[src/rtl/sdram_rd_split_pkg.sv]
package sdram_rd_split_pkg;

   localparam int PHASES_FULL = 4;
   localparam int PHASES_CHOP = 2;

   typedef struct packed {
      logic       chop;
      logic [3:0] keep;
   } beat_tag_t;

   localparam int TAG_W = $bits(beat_tag_t);

endpackage

[src/rtl/rd_split_seq.sv]
module rd_split_seq
   import sdram_rd_split_pkg::*;
#(
   parameter int COL_W = 10,
   parameter int LEN_W = 7,
   parameter int DEV_W = 1
) (
   input  logic             clk,
   input  logic             rst_n,
   input  logic             req_valid,
   output logic             req_ready,
   input  logic [COL_W-1:0] req_col,
   input  logic [LEN_W-1:0] req_len,
   input  logic [DEV_W-1:0] req_dev,
   input  logic             room,
   input  logic             cmd_ready,
   output logic             cmd_valid,
   output logic [COL_W-1:0] cmd_col,
   output logic             cmd_chop,
   output logic [DEV_W-1:0] cmd_dev,
   output beat_tag_t        cmd_tag,
   output logic             cmd_fire
);

   logic             busy_q;
   logic [COL_W-1:0] col_q;
   logic [LEN_W-1:0] rem_q;
   logic [DEV_W-1:0] dev_q;

   logic [LEN_W-1:0] adv;
   logic [2:0]       pairs;
   logic             chop;
   logic             last;

   always_comb begin
      if (col_q[1]) begin
         chop  = 1'b1;
         adv   = LEN_W'(2);
         pairs = 3'd1;
      end else if (col_q[2]) begin
         chop  = 1'b1;
         adv   = LEN_W'(4);
         pairs = (rem_q >= LEN_W'(4)) ? 3'd2 : 3'd1;
      end else begin
         chop  = 1'b0;
         adv   = LEN_W'(8);
         pairs = (rem_q >= LEN_W'(8)) ? 3'd4 : 3'(rem_q[3:1]);
      end
      last = (rem_q <= adv);
      cmd_tag.chop = chop;
      for (int k = 0; k < 4; k++) begin
         cmd_tag.keep[k] = (3'(k) < pairs);
      end
   end

   assign req_ready = !busy_q;
   assign cmd_valid = busy_q && room;
   assign cmd_col   = col_q;
   assign cmd_chop  = chop;
   assign cmd_dev   = dev_q;
   assign cmd_fire  = cmd_valid && cmd_ready;

   always_ff @(posedge clk) begin
      if (!rst_n) begin
         busy_q <= 1'b0;
         col_q  <= '0;
         rem_q  <= '0;
         dev_q  <= '0;
      end else if (!busy_q) begin
         if (req_valid) begin
            busy_q <= 1'b1;
            col_q  <= {req_col[COL_W-1:1], 1'b0};
            rem_q  <= {req_len[LEN_W-1:1], 1'b0};
            dev_q  <= req_dev;
         end
      end else if (cmd_fire) begin
         col_q <= col_q + COL_W'(adv);
         rem_q <= last ? '0 : rem_q - adv;
         if (last) busy_q <= 1'b0;
      end
   end

   a_r8_hold: assert property (@(posedge clk) disable iff (!rst_n)
      cmd_valid && !cmd_ready |=> cmd_valid && $stable(cmd_col) && $stable(cmd_chop));

   a_r5_full_aligned: assert property (@(posedge clk) disable iff (!rst_n)
      cmd_valid && !cmd_chop |-> cmd_col[2:0] == 3'd0);

   a_r3_odd_pair_chops: assert property (@(posedge clk) disable iff (!rst_n)
      cmd_valid && cmd_col[1] |-> cmd_chop && (cmd_tag.keep == 4'b0001));

endmodule

[src/rtl/rd_tag_fifo.sv]
module rd_tag_fifo #(
   parameter int DEPTH = 8,
   parameter int WIDTH = 5
) (
   input  logic             clk,
   input  logic             rst_n,
   input  logic             push,
   input  logic [WIDTH-1:0] din,
   input  logic             pop,
   output logic [WIDTH-1:0] dout,
   output logic             full,
   output logic             empty
);

   localparam int AW = $clog2(DEPTH);

   logic [WIDTH-1:0] mem [DEPTH];
   logic [AW-1:0]    wr_q, rd_q;
   logic [AW:0]      cnt_q;

   assign full  = (cnt_q == (AW+1)'(DEPTH));
   assign empty = (cnt_q == '0);
   assign dout  = mem[rd_q];

   always_ff @(posedge clk) begin
      if (!rst_n) begin
         wr_q  <= '0;
         rd_q  <= '0;
         cnt_q <= '0;
      end else begin
         if (push) wr_q <= wr_q + 1'b1;
         if (pop)  rd_q <= rd_q + 1'b1;
         cnt_q <= cnt_q + (AW+1)'(push) - (AW+1)'(pop);
      end
   end

   always_ff @(posedge clk) begin
      if (push) mem[wr_q] <= din;
   end

   a_r11_no_overflow: assert property (@(posedge clk) disable iff (!rst_n)
      push |-> !full || pop);

   a_r10_no_underflow: assert property (@(posedge clk) disable iff (!rst_n)
      pop |-> !empty);

endmodule

[src/rtl/rd_beat_mark.sv]
module rd_beat_mark
   import sdram_rd_split_pkg::*;
(
   input  logic      clk,
   input  logic      rst_n,
   input  logic      dq_beat,
   input  beat_tag_t head,
   input  logic      empty,
   output logic      beat_keep,
   output logic      pop
);

   logic [1:0] idx_q;
   logic       last_phase;
   logic       take;

   assign take       = dq_beat && !empty;
   assign last_phase = head.chop ? (idx_q == 2'(PHASES_CHOP - 1))
                                 : (idx_q == 2'(PHASES_FULL - 1));
   assign pop        = take && last_phase;
   assign beat_keep  = take && head.keep[idx_q];

   always_ff @(posedge clk) begin
      if (!rst_n)    idx_q <= '0;
      else if (pop)  idx_q <= '0;
      else if (take) idx_q <= idx_q + 1'b1;
   end

   a_r10_keep_needs_beat: assert property (@(posedge clk) disable iff (!rst_n)
      beat_keep |-> dq_beat);

endmodule

[src/rtl/sdram_rd_splitter.sv]
module sdram_rd_splitter
   import sdram_rd_split_pkg::*;
#(
   parameter int COL_W     = 10,
   parameter int LEN_W     = 7,
   parameter int NUM_CS    = 2,
   parameter int TAG_DEPTH = 8,
   localparam int DEV_W    = (NUM_CS > 1) ? $clog2(NUM_CS) : 1
) (
   input  logic              clk,
   input  logic              rst_n,
   input  logic              req_valid,
   output logic              req_ready,
   input  logic [COL_W-1:0]  req_col,
   input  logic [LEN_W-1:0]  req_len,
   input  logic [DEV_W-1:0]  req_dev,
   output logic              cmd_valid,
   input  logic              cmd_ready,
   output logic [COL_W-1:0]  cmd_col,
   output logic              cmd_chop,
   output logic [NUM_CS-1:0] cmd_cs_n,
   input  logic              dq_beat,
   output logic              beat_keep
);

   if (COL_W < 4) begin : g_bad_col
      $error("COL_W must be at least 4");
   end
   if (LEN_W < 4) begin : g_bad_len
      $error("LEN_W must be at least 4");
   end
   if (NUM_CS < 1) begin : g_bad_cs
      $error("NUM_CS must be at least 1");
   end
   if (TAG_DEPTH < 2 || (TAG_DEPTH & (TAG_DEPTH - 1)) != 0) begin : g_bad_depth
      $error("TAG_DEPTH must be a power of two, at least 2");
   end

   beat_tag_t        new_tag, head_tag;
   logic [DEV_W-1:0] cmd_dev;
   logic             fire, tag_full, tag_empty, tag_pop;

   rd_split_seq #(.COL_W(COL_W), .LEN_W(LEN_W), .DEV_W(DEV_W)) u_seq (
      .clk       (clk),
      .rst_n     (rst_n),
      .req_valid (req_valid),
      .req_ready (req_ready),
      .req_col   (req_col),
      .req_len   (req_len),
      .req_dev   (req_dev),
      .room      (!tag_full),
      .cmd_ready (cmd_ready),
      .cmd_valid (cmd_valid),
      .cmd_col   (cmd_col),
      .cmd_chop  (cmd_chop),
      .cmd_dev   (cmd_dev),
      .cmd_tag   (new_tag),
      .cmd_fire  (fire)
   );

   rd_tag_fifo #(.DEPTH(TAG_DEPTH), .WIDTH(TAG_W)) u_tags (
      .clk   (clk),
      .rst_n (rst_n),
      .push  (fire),
      .din   (new_tag),
      .pop   (tag_pop),
      .dout  (head_tag),
      .full  (tag_full),
      .empty (tag_empty)
   );

   rd_beat_mark u_mark (
      .clk       (clk),
      .rst_n     (rst_n),
      .dq_beat   (dq_beat),
      .head      (head_tag),
      .empty     (tag_empty),
      .beat_keep (beat_keep),
      .pop       (tag_pop)
   );

   if (NUM_CS == 1) begin : g_cs_single
      assign cmd_cs_n[0] = !cmd_valid;
   end else begin : g_cs_multi
      for (genvar g = 0; g < NUM_CS; g++) begin : g_dev
         assign cmd_cs_n[g] = !(cmd_valid && (cmd_dev == DEV_W'(g)));
      end
   end

   a_r7_one_select: assert property (@(posedge clk) disable iff (!rst_n)
      cmd_valid |-> $countones(~cmd_cs_n) == 1);

   a_r7_idle_high: assert property (@(posedge clk) disable iff (!rst_n)
      !cmd_valid |-> &cmd_cs_n);

endmodule

[config.mk]
export PLATFORM = sky130hd
export DESIGN_NAME = sdram_rd_splitter
export DESIGN_NICKNAME = d
export VERILOG_FILES = /design/src/rtl/sdram_rd_split_pkg.sv /design/src/rtl/rd_split_seq.sv /design/src/rtl/rd_tag_fifo.sv /design/src/rtl/rd_beat_mark.sv /design/src/rtl/sdram_rd_splitter.sv
export SDC_FILE = /design/constraint.sdc
export NUM_CORES = 1
export LEC_CHECK = 0
export BUFFER_PORTS_ARGS = -buffer_cell sky130_fd_sc_hd__buf_2
export CAP_MARGIN = 5
export CORE_MARGIN = 2
export CORE_UTILIZATION = 54
export CTS_BUF_LIST = sky130_fd_sc_hd__clkbuf_2
export DETAILED_ROUTE_END_ITERATION = 6
export GPL_TIMING_DRIVEN = 0
export PLACE_DENSITY = 0.81
export SYNTH_ARGS = -nofsm -noshare
export SYNTH_HDL_FRONTEND = slang
export SYNTH_SLANG_ARGS = --single-unit
export TNS_END_PERCENT = 20
[constraint.sdc]
create_clock -name clk -period 2.51 [get_ports clk]
set_input_delay 0.502 -clock clk [delete_from_list [all_inputs] [get_ports clk]]
set_output_delay 0.502 -clock clk [all_outputs]
set_load 0.1 [all_outputs]
==> impl_metrics.tcl <==
set metrics [dict create \
    leakage_uw 0.00146 \
    die_h_um 83.2 \
    p_per_area_nw_per_um2 753 \
    die_w_um 83.2 \
    die-area_sq_um 6920 \
    peakVddDrop_v 0.000497 \
    syn_avg_cell_area_sq_um 11.5 \
    grt_pass1_vias 2393 \
    clkSinkCount 72 \
    avgViaCountPerCell 5.67 \
    core-area_sq_um 5990 \
    io_pins 39 \
    synth_edf_count 40 \
    cts_buffers 9 \
    status "complete, but fails checks" \
    crit_path_end_kind "output port" \
    relSlewSlack_pct 32.1 \
    drt-total-wl_mm 7.05 \
    synth_warnings 0 \
    cap_violations 0 \
    yosysSeqAreaShare_pct 54.4 \
    syn-num-nets 331 \
    clockBufferDepth 2 \
    synth-seq-cells 72 \
    drt_first_pass_iters 4 \
    initial_core_util_pct 56.5 \
    max_freq_mhz 347 \
    ys.flop_type "edfxtp_1" \
    grt_max_degree 14 \
    slew_viol_final 0 \
    finalHoldViolCount 0 \
    required_ps 2010 \
    grt_pass1_wl_mm 11.4 \
    crit_slowest_cell "mux4_2" \
    min_period_ps 2880 \
    drtIter0Drc 159 \
    rsz0062_at_grt "true" \
    clock_latency_ps 490 \
    place_congestion 0.904 \
    cts.htree.levels 3 \
    worst_slew_pin_slew_ps 1010 \
    hold_buffers 0 \
    critPathMaxFanout 5 \
    n_antenna_cell 0 \
    hp-class "input pin to flip-flop" \
    overflow 0 \
    multiInputGateArea_sq_um 1500 \
    start_kind "flip-flop" \
    final_layout_size_suffix_gt1_share_pct 27.1 \
    critPathKind "flip-flop to output port" \
    final-instance-count-excl-fill 425 \
    path_common_cell "mux4_2" \
    fin_ws_ps -374 \
    synth_area_sq_um 3390 \
    seqCellArea_sq_um 1850 \
    cts_tree "yes" \
    clock-root-buffer "clkbuf_2" \
    finalSetupViolCount 4 \
    slowest_delay_ps 520 \
    path_buf_inv 2 \
    via_count 2411 \
    drc 0 \
    ant_nets 0 \
    critPathTopFamily "multiplexers" \
    period_share_pct 115 \
    clk_pin_slew_ps 210 \
    clock_skew_ps 30.3 \
    tns_ps -1300 \
    synthCells 294 \
    nFillCells 443 \
    r2r_slack_ps -350 \
    power_uw 2990 \
    ys_types 56 \
    failed_checks "setup timing" \
    grt_antenna_before_repair 0 \
    hpwl_mm 4.86 \
    synthArstFlopShare_pct 0 \
    io_buffers 35 \
    rows 28 \
    areaGrowthSynthToFinish_pct 17.1 \
    cp.arrival_ps 2380 \
    worstPathCellList "buf_8 -> mux4_2 -> mux4_2 -> nor2_4 -> nor3_4 -> buf_12" \
    placed_cells 404 \
    gr-usage-all-layers_pct 21.0 \
    wl_per_cell_um 16.6 \
    final_nets 382 \
]
kinds of logic after synthesis:
| group | Yosys count | share of synthesized area (%) |
|---|---|---|
| AO/OA/AOI/OAI | 56 | 10.5 |
| XOR/XNOR | 8 | 2.07 |
| adder cells (fa/ha/maj) | 14 | 5.62 |
| buffers and inverters | 28 | 3.77 |
| flip-flops | 72 | 54.4 |
| multiplexers | 16 | 9.46 |
| other | 1 | 0.111 |
| AND/OR/NAND/NOR | 99 | 14.0 |
synth_stat cells, drive strengths merged, types with 3 or more instances:
cell type	instances	share of area, %
edfxtp	40	35
dfxtp	32	19
nand2	30	3.3
a21oi	22	3.4
nor2	21	2.3
inv	16	1.8
ha	12	4.4
nor3	12	1.8
mux4	10	7.5
o21ai	10	1.5
nand3	9	1.3
clkbuf	7	1.1
xnor2	6	1.6
mux2i	5	1.5
nand2b	5	0.92
and2	4	0.74
buf	4	0.81
nor2b	4	0.74
a31o	3	0.78
o22ai	3	0.55
timing repair:
action                     4_1_cts  5_1_grt
cloned                           1        0
pin swaps                        5        4
setup endpoints to repair        9       12
resized for setup               33       12
buffers inserted                 3        1
layout make-up:
class                           instances  area share [%]
Inverter                               17            1.61
Multi-Input combinational cell        194            37.7
Tap cell                               75            2.37
Clock buffer                           10            1.26
Buffer                                 11            1.80
Sequential cell                        72            46.7
Clock inverter                          6            1.51
Timing Repair Buffer                   40            7.03
final timing paths:
path / from / end / depth (start not counted)
worst max-delay path: flip-flop / beat_keep / 6
worst min-delay path: req_dev / u_seq.cmd_dev / 3
worst max register to register: flip-flop / u_tags.cnt_q[1] / 12
worst min register to register: u_seq.cmd_dev / u_seq.cmd_dev / 2
per-layer routing:
| metal | up-vias | global-route usage, % | part of all wire (%) |
|---|---|---|---|
| met5 | - | 0 | 0 |
| met4 | 0 | 8.20 | 0.88 |
| met3 | 6 | 2.78 | 4.6 |
| met2 | 67 | 35.3 | 51 |
| met1 | 1160 | 27.8 | 43 |
| li1 | 1178 | - | - |
worst register-to-register path, stage by stage, from the launching register on:
cell and delay, ps:
dfxtp_4 390, buf_4 140, buf_16 130, buf_6 120, mux2i_2 140, mux4_2 480
mux2_4 350, ha_4 220, inv_2 60, ha_4 130, inv_2 40, fa_2 520
nor2_1 40
state kept, by name (all words and copies together), names as in the netlist, named ones only:
signal / cells
u_mark.idx_q: 2
u_seq.busy_q: 1
u_seq.cmd_col: 9
u_seq.cmd_dev: 1
u_seq.rem_q: 6
u_tags.cnt_q: 4
u_tags.mem: 40
u_tags.rd_q: 3
u_tags.wr_q: 3
metrics by stage:
stage          hold WS, ps  worst slack (ps)  utilization [%]  instance area (sq um)
6_report               221              -374             66.2                   3970
3_5_place_dp           485              -285             61.5                   3680
4_1_cts                195              -424             65.6                   3930
3_3_place_gp           461              -286             61.5                   3680
5_1_grt                177              -444             66.2                   3970
2_1_floorplan          456              -116                -                   3410
cells in the final DEF, fill, tap and decap left out, types with 3 or more instances in the layout:
cell type / count
nor3_1: 10
edfxtp_1: 40
inv_1: 14
clkbuf_2: 12
xnor2_1: 6
nand3_1: 9
mux2i_1: 4
o21ai_0: 9
mux4_2: 7
nand2b_1: 4
buf_2: 33
mux4_1: 3
nor2b_1: 4
dfxtp_4: 3
buf_6: 3
dfxtp_1: 29
a21oi_1: 20
nor2_1: 19
ha_1: 10
buf_4: 4
o22ai_1: 3
nand2_1: 29
and2_1: 3
clkinv_1: 3
clkbuf_1: 3
power breakdown:
part	total (uW)	internal (uW)	switching, uW	leakage [uW]
clock network	630	232	398	0.0000714
logic	933	320	613	0.000762
registers	1420	1360	67.4	0.000626
No activity file was read; power rests on OpenSTA's default activity.
